File: config.mk
export PLATFORM = sky130hd
export DESIGN_NAME = fdcRegFront
export DESIGN_NICKNAME = d
export VERILOG_FILES = /design/src/rtl/fdc_pkg.sv /design/src/rtl/fdcRegCtrl.sv /design/src/rtl/fdcRegData.sv /design/src/rtl/fdcRegFront.sv
export SDC_FILE = /design/constraint.sdc
export NUM_CORES = 1
export LEC_CHECK = 0
export BUFFER_PORTS_ARGS = -buffer_cell sky130_fd_sc_hd__buf_2
export CAP_MARGIN = 30
export CORE_MARGIN = 4
export CORE_UTILIZATION = 54
export CTS_BUF_LIST = sky130_fd_sc_hd__clkbuf_16
export CTS_CLUSTER_SIZE = 24
export DETAILED_ROUTE_END_ITERATION = 10
export PLACE_DENSITY = 0.83
export RECOVER_POWER = 25
export SYNTH_ARGS = -nofsm -noshare
export SYNTH_HDL_FRONTEND = slang
export SYNTH_SLANG_ARGS = --single-unit
File: constraint.sdc
create_clock -name clk -period 2.5 [get_ports clk]
set_input_delay 0.5 -clock clk [delete_from_list [all_inputs] [get_ports clk]]
set_output_delay 0.5 -clock clk [all_outputs]
set_load 0.02 [all_outputs]
File: src/rtl/fdc_pkg.sv
package fdc_pkg;
  localparam int IDX_W  = 4;
  localparam int DATA_W = 8;
  localparam int LAT_N  = 8;
  localparam int LSEL_W = $clog2(LAT_N);

  // latch positions the control path decodes
  localparam int LAT_MOTOR = 4;
  localparam int LAT_Q6    = 6;
  localparam int LAT_Q7    = 7;

  // enhanced register indices
  localparam logic [IDX_W-1:0] IX_PHASE_WR = 4'd4;
  localparam logic [IDX_W-1:0] IX_MCLR_WR  = 4'd6;
  localparam logic [IDX_W-1:0] IX_MSET_WR  = 4'd7;
  localparam logic [IDX_W-1:0] IX_PHASE_RD = 4'd12;
  localparam logic [IDX_W-1:0] IX_HAND_RD  = 4'd15;

  localparam logic [DATA_W-1:0] KEY_A      = 8'h57;
  localparam logic [DATA_W-1:0] KEY_B      = 8'h17;
  localparam logic [DATA_W-1:0] QUERY_PRES = 8'h77;
  localparam logic [DATA_W-1:0] SENSE_BIT  = 8'h08;

  typedef enum logic [1:0] {RD_ZERO, RD_PHASE, RD_HAND} rdSel_e;

  typedef struct packed {
    logic              latchWr;
    logic [LSEL_W-1:0] latchSel;
    logic              latchVal;
    logic              dataWr;
    logic              legModeWr;
    logic              phaseWr;
    logic              modeClr;
    logic              modeSet;
    logic              rdValid;
    rdSel_e            rdSel;
  } ctlStrobes_t;
endpackage

File: src/rtl/fdcRegCtrl.sv
module fdcRegCtrl
  import fdc_pkg::*;
(
  input  logic              clk,
  input  logic              rstN,
  input  logic              wrEn,
  input  logic              rdEn,
  input  logic [IDX_W-1:0]  idx,
  input  logic [DATA_W-1:0] wrData,
  input  logic              motorLat,
  input  logic              q6Lat,
  input  logic              q7Lat,
  output ctlStrobes_t       stb,
  output logic              enhanced
);
  logic [1:0]        step;
  logic [DATA_W-1:0] keyByte;
  logic              legacy, q6Eff, q7Eff, motEff, legWrEff, keyHit;
  logic [LSEL_W-1:0] sel;

  assign legacy = ~enhanced;
  assign sel    = idx[IDX_W-1:1];

  // latch values as they stand after this access has updated its own latch
  assign q6Eff  = (sel == LSEL_W'(LAT_Q6))    ? idx[0] : q6Lat;
  assign q7Eff  = (sel == LSEL_W'(LAT_Q7))    ? idx[0] : q7Lat;
  assign motEff = (sel == LSEL_W'(LAT_MOTOR)) ? idx[0] : motorLat;
  assign legWrEff = legacy & wrEn & q6Eff & q7Eff;

  always_comb begin
    case (step)
      2'd1:    keyByte = KEY_B;
      default: keyByte = KEY_A;
    endcase
  end

  assign keyHit = legWrEff & ~motEff & (wrData == keyByte);

  always_comb begin
    stb           = '0;
    stb.latchWr   = legacy & (wrEn | rdEn);
    stb.latchSel  = sel;
    stb.latchVal  = idx[0];
    stb.dataWr    = legWrEff & motEff;
    stb.legModeWr = legWrEff & ~motEff;
    stb.phaseWr   = enhanced & wrEn & (idx == IX_PHASE_WR);
    stb.modeClr   = enhanced & wrEn & (idx == IX_MCLR_WR);
    stb.modeSet   = enhanced & wrEn & (idx == IX_MSET_WR);
    stb.rdValid   = rdEn;
    if (enhanced && idx == IX_PHASE_RD)     stb.rdSel = RD_PHASE;
    else if (enhanced && idx == IX_HAND_RD) stb.rdSel = RD_HAND;
    else                                    stb.rdSel = RD_ZERO;
  end

  always_ff @(posedge clk or negedge rstN) begin
    if (!rstN) begin
      step     <= 2'd0;
      enhanced <= 1'b0;
    end else if (keyHit) begin
      step <= step + 2'd1;          // wraps to 0 after the fourth match
      if (step == 2'd3) enhanced <= 1'b1;
    end
  end
endmodule

File: src/rtl/fdcRegData.sv
module fdcRegData
  import fdc_pkg::*;
(
  input  logic              clk,
  input  logic              rstN,
  input  ctlStrobes_t       stb,
  input  logic [DATA_W-1:0] wrData,
  output logic [LAT_N-1:0]  latches,
  output logic [DATA_W-1:0] legData,
  output logic [DATA_W-1:0] legMode,
  output logic [DATA_W-1:0] enhModeReg,
  output logic [DATA_W-1:0] rdData
);
  logic [DATA_W-1:0] phaseReg;
  logic [DATA_W-1:0] rdNext;

  generate
    for (genvar i = 0; i < LAT_N; i++) begin : g_lat
      always_ff @(posedge clk or negedge rstN) begin
        if (!rstN) latches[i] <= 1'b0;
        else if (stb.latchWr && stb.latchSel == LSEL_W'(i)) latches[i] <= stb.latchVal;
      end
    end
  endgenerate

  always_ff @(posedge clk or negedge rstN) begin
    if (!rstN) begin
      legData    <= '0;
      legMode    <= '0;
      phaseReg   <= '0;
      enhModeReg <= '0;
    end else begin
      if (stb.dataWr)    legData  <= wrData;
      if (stb.legModeWr) legMode  <= wrData;
      if (stb.phaseWr)   phaseReg <= wrData;
      if (stb.modeClr)   enhModeReg <= enhModeReg & ~wrData;
      else if (stb.modeSet) enhModeReg <= enhModeReg | wrData;
    end
  end

  always_comb begin
    case (stb.rdSel)
      RD_PHASE: rdNext = phaseReg;
      RD_HAND:  rdNext = (phaseReg == QUERY_PRES) ? SENSE_BIT : '0;
      default:  rdNext = '0;
    endcase
  end

  always_ff @(posedge clk or negedge rstN) begin
    if (!rstN) rdData <= '0;
    else       rdData <= stb.rdValid ? rdNext : '0;
  end
endmodule

File: src/rtl/fdcRegFront.sv
module fdcRegFront
  import fdc_pkg::*;
#(
  parameter int SHIFT  = 9,
  localparam int ADDR_W = SHIFT + IDX_W
) (
  input  logic              clk,
  input  logic              rstN,
  input  logic              wrEn,
  input  logic              rdEn,
  input  logic [ADDR_W-1:0] addr,
  input  logic [DATA_W-1:0] wrData,
  output logic [DATA_W-1:0] rdData,
  output logic              enhancedMode,
  output logic [LAT_N-1:0]  latches,
  output logic [DATA_W-1:0] legData,
  output logic [DATA_W-1:0] legMode,
  output logic [DATA_W-1:0] enhModeReg
);
  ctlStrobes_t      stb;
  logic [IDX_W-1:0] idx;
  logic             unusedLowAddr;

  assign idx           = addr[ADDR_W-1:SHIFT];
  assign unusedLowAddr = ^addr[SHIFT-1:0];

  fdcRegCtrl u_ctrl (
    .clk(clk), .rstN(rstN), .wrEn(wrEn), .rdEn(rdEn), .idx(idx), .wrData(wrData),
    .motorLat(latches[LAT_MOTOR]), .q6Lat(latches[LAT_Q6]), .q7Lat(latches[LAT_Q7]),
    .stb(stb), .enhanced(enhancedMode)
  );

  fdcRegData u_data (
    .clk(clk), .rstN(rstN), .stb(stb), .wrData(wrData), .latches(latches),
    .legData(legData), .legMode(legMode), .enhModeReg(enhModeReg), .rdData(rdData)
  );
endmodule

**Word level (Yosys, flattened, before mapping)**

Cells that the tools add are included.

- Flip-flop bits (word level): 51
- Output and inout port bits: 41
- Input port bits: 25
- Word-level logic and storage cells: 75

- Eq/ne operators: 18
- Bitwise logic cells: 17
- Add/sub/neg operators: 1
- Muxes and demuxes: 11
- Reduce and logical (&&, ||, !) cells: 13

Operators with widths:

| operator | number |
|---|---|
| 8-bit 2-to-1 mux | 3 |
| 8-bit one-hot mux with 2 select lines | 1 |
| 3-bit equality test (second input constant) | 4 |
| 4-bit by 3-bit equality test with 1-bit output (second input constant) | 3 |
| 1-bit AND | 11 |
| 1-bit logical AND | 10 |
| 8-bit AND | 1 |
| 4-bit equality test (second input constant) | 2 |
| 8-bit by 7-bit equality test with 1-bit output | 1 |
| 8-bit by 7-bit equality test with 1-bit output (second input constant) | 1 |
| 8-bit NOT | 1 |
| 8-bit OR | 1 |
| 7-bit 2-to-1 mux | 1 |
| 3-bit by 2-bit equality test with 1-bit output (second input constant) | 2 |
| 2-bit by 1-bit equality test with 1-bit output (second input constant) | 2 |
| 2-bit equality test (second input constant) | 2 |
| 2-bit 2-to-1 mux | 2 |
| 4-bit 2-to-1 mux | 1 |
| 3-bit by 1-bit equality test with 1-bit output (second input constant) | 1 |
| 3-bit zero test | 1 |
| 1-bit 2-to-1 mux | 3 |
| 2-bit by 1-bit adder with 2-bit output (second input constant) | 1 |
| 1-bit NOT | 2 |
| 2-bit AND reduction | 1 |
| 2 further kinds | 2 |

**Logic depth before layout (Yosys ltp)**

- Word-level depth: 7
- Mapped depth: 6
- Mapped depth without buffers: 6

**Modules after synthesis**

Synthesis repeated with hierarchy kept, for this count alone.

- Cells, all modules: 166
- Area, all modules: 2219.6 um^2

Modules (own cells, without submodules):

| module | times used | area an instance (um^2) | cells an instance |
|---|---|---|---|
| fdcRegData | 1 | 1878.1 | 125 |
| fdcRegCtrl | 1 | 341.6 | 41 |

**Worst setup path before layout**

Ideal clock, no wire load.

- Kind: input -> register
- Start: input addr[10]
- End: register u_data.legMode[0]
- Arrival time: 1641 ps
- Setup time: 125 ps
- Slack: 734 ps
- Stages on the path: 5
- Cell sequence: buf_2 nor3b_2 mux2_4 nand3b_4 mux2_2

- Longest elaborated chain between the ends: 5
- Elaborated cells on any way between the ends: 10
- Those cells by class: eq/ne: 3; mux: 3; bitwise: 4

RTL lines:

| item | RTL line | RTL |
|---|---|---|
| start: declaration | fdcRegFront.sv:11 | `input logic [ADDR_W-1:0] addr,` |
| 3-bit equality test | fdcRegCtrl.sv:25 | `assign q6Eff = (sel == LSEL_W'(LAT_Q6)) ? idx[0] : q6Lat;` |
| 1-bit 2-to-1 mux | fdcRegCtrl.sv:25 |  |
| 1-bit AND (2 in a row) | fdcRegCtrl.sv:28 | `assign legWrEff = legacy & wrEn & q6Eff & q7Eff;` |
| 1-bit AND * | fdcRegCtrl.sv:45 | `stb.legModeWr = legWrEff & ~motEff;` |
| end signal: assignment | fdcRegData.sv:34 | `if (stb.legModeWr) legMode <= wrData;` |
| end: declaration | fdcRegData.sv:10 | `output logic [DATA_W-1:0] legMode,` |

Every way passes the cells marked *; elsewhere a longest branch is shown, timed or not.
A chain may end at the register's enable or synchronous reset.

**Worst setup path after layout**

- Start: register u_ctrl.enhanced
- End: register u_data.latches[2]

- Longest elaborated chain between the ends: 3

RTL lines:

| item | RTL line | RTL |
|---|---|---|
| start: declaration | fdcRegCtrl.sv:14 | `output logic enhanced` |
| start signal: assignment | fdcRegCtrl.sv:58 | `enhanced <= 1'b0;` |
| start signal: assignment | fdcRegCtrl.sv:61 | `if (step == 2'd3) enhanced <= 1'b1;` |
| 1-bit NOT | fdcRegCtrl.sv:21 | `assign legacy = ~enhanced;` |
| 1-bit AND | fdcRegCtrl.sv:41 | `stb.latchWr = legacy & (wrEn \| rdEn);` |
| 1-bit logical AND | fdcRegData.sv:21 | `else if (stb.latchWr && stb.latchSel == LSEL_W'(i)) latches[i] <= stb.latchVal;` |
| end signal: indexed assignment | fdcRegData.sv:21 |  |
| end: declaration | fdcRegData.sv:8 | `output logic [LAT_N-1:0] latches,` |

No other way between the ends.

==> impl_metrics.ini <==
[sta]
setup_slack_ns = 0.764
fmax_mhz = 576
period_share = 0.694
maxSlewHeadroom = 0.257
setup_viol = 0
maxSlewViolCount = 0
fin_setup_tns_ns = 0
worst_pin_slew_ns = 1.11
hold_violations = 0
clock-skew-final_ns = 0.00372
hold_slack_ns = 0.404
rsz0062_at_grt = false
finalCriticalPeriod_ns = 1.74

[routing]
wl_per_cell_um = 16.8
routed_wirelength_um = 4490
vias = 1415
drt_iter0_drc = 41
ant_nets = 0
route.detailed.drc = 0
dr.pass1.iters = 4
vias_per_cell = 5.30

[yosys]
yosysSeqAreaShare = 0.581
yosysTopAreaCellShare = 0.581
ys_top_cells_by_count = dfrtp_1, mux2_2, nand2_1
synth_edf_count = 0
syn_area_um2 = 2200
synth_nets = 187
synth_most_common_cell = dfrtp_1
syn_area_per_cell_um2 = 13.7
async_flop_share = 1.00
yosys_most_used_dff = dfrtp_1
yosysUniqueCellTypes = 34
ys_seq_elements = 51
ys_top_cells_by_area = dfrtp_1, mux2_2, nand2_1
syn-instance-count = 160
yosysTopAreaCell = dfrtp_1
yosys_warnings = 0

[run_status]
status = finished, final reports clean

[floorplan]
fp-row-count = 22
dieArea_um2 = 5150
die_h_um = 71.8
coreArea_um2 = 3800
start_util = 0.578
io-pin-count = 66
die_w_um = 71.8

[cells_and_area]
syn_to_final_growth_pct = 20.7
layout.nets = 245
instances_no_fill = 267
diodes = 0
postLayoutCoreUtil = 0.698
drive_gt1_frac = 0.502

[clocking]
tritoncts = yes
clkLatencyLatePin_ns = 0.29
numCtsBuffers = 5
clock-root-buffer = clkbuf_16
post_cts_buffers = 0
clockBufferDepth = 2
hold_buffers = 0
clkTransAtPathRegs_ns = 0.06
cts_num_sinks = 51
ctsResizeCount = 0
htree_levels = 2

[worst_setup_path]
ff2ff_setup_slack_ns = 0.76
critPathSlowestCell = or3_1
path_buf_inv = 0
crit_path_start_kind = flop
critPathRequiredTime_ns = 2.68
crit_arrival_ns = 1.91
path_delay_family = simple AND/OR/NAND/NOR gates
cp_cell_sequence = or3_1 -> nor3b_1 -> mux2_2
critPathMaxFanout = 9
crit_type = flop to flop
cp_slowest_stage_delay_ns = 0.48
worst_setup_path_end_kind = flop

[global_route]
grt_overflow = 0
antenna_found_initial = 0
gr-usage-all-layers = 0.188
grt_pass1_vias = 1463
grt_pass1_wl_um = 7240
grt_max_degree = 23

[power]
p_per_area_nw_per_um2 = 892
swShare = 0.318
p_leak_nw = 1.36
p_comb_frac = 0.275
p_seq_frac = 0.452
p_int_mw = 1.61
p_switching_mw = 0.752
vdd_drop_max_mv = 0.590
clockPowerShare = 0.272

[placed_design]
gp_congestion = 0.766
io_buffers = 56
dp_hpwl_um = 3230
place_ws_ns = 0.587
placed_cells = 259

[job]
max_cap_viol_count = 0

[worst_hold_path]
hold_class = input port to asynchronous set/reset pin
final timing paths:
| path | to | from | depth (start not counted) |
|---|---|---|---|
| max in group asynchronous | u_ctrl.step[0] | rstN | 2 |
| worst max-delay path | u_data.latches[2] | u_ctrl.enhanced | 3 |
| min in group clk | u_data.rdData[1] | u_data.phaseReg[1] | 1 |
| worst min-delay path | u_data.latches[0] | rstN | 1 |
| worst max register to register | u_data.latches[2] | u_ctrl.enhanced | 3 |
| worst min register to register | u_data.rdData[1] | u_data.phaseReg[1] | 1 |
routing by layer:
metal / track usage / vias to the layer above / wire (µm) / part of all wire
met5: 0 / - / 0 / 0
met3: 0.0561 / 10 / 208 / 0.046
met1: 0.231 / 699 / 1880 / 0.42
met2: 0.305 / 33 / 2300 / 0.51
met4: 0.0814 / 0 / 91 / 0.020
li1: - / 673 / - / -
power by group through the flow:
stage	clock network (mW)	registers (mW)	logic (mW)
after floorplan	0	1.26	0.234
after global placement	0	1.07	0.641
after detailed placement	0	1.08	0.659
after CTS	0.654	1.07	0.663
after global routing	0.697	1.09	0.700
final	0.644	1.07	0.650
placed cells by master (no fill, tap or decap), types with 2 or more instances in the layout:
cell / count
buf_2: 55
dfrtp_1: 51
mux2_2: 39
nand2_1: 16
and2_1: 6
clkbuf_16: 5
nor2_1: 4
inv_1: 3
nor3b_1: 3
nor4_1: 2
nand4_1: 2
nor3_1: 2
nand3_1: 2
mux2i_1: 2
ha_1: 2
clkinv_1: 2
clkbuf_1: 2
buf_4: 2
kinds of logic after synthesis:
logic type / after synthesis / share of synthesized area
xor+xnor: 2 / 0.00798
buf+inv: 11 / 0.0251
fa+ha+maj: 2 / 0.0114
compound gates: 4 / 0.0194
flops: 51 / 0.581
simple gates: 47 / 0.134
mux: 43 / 0.221
through the flow:
step	total power [mW]	cell area, µm²
4_1_cts	2.39	2660
2_1_floorplan	1.49	2200
3_3_place_gp	1.71	2510
5_1_grt	2.49	2650
6_report	2.36	2650
3_5_place_dp	1.74	2510
final cells by class:
type,instances,area (µm²)
inverters,3,11.3
well taps,48,60.1
repair buffers,59,298
fillers,276,1150
clock buffers,5,125
multi-input cells,98,865
flip-flops and latches,51,1280
clock inverters,3,15.0
Power figures use the tool's default switching activity.
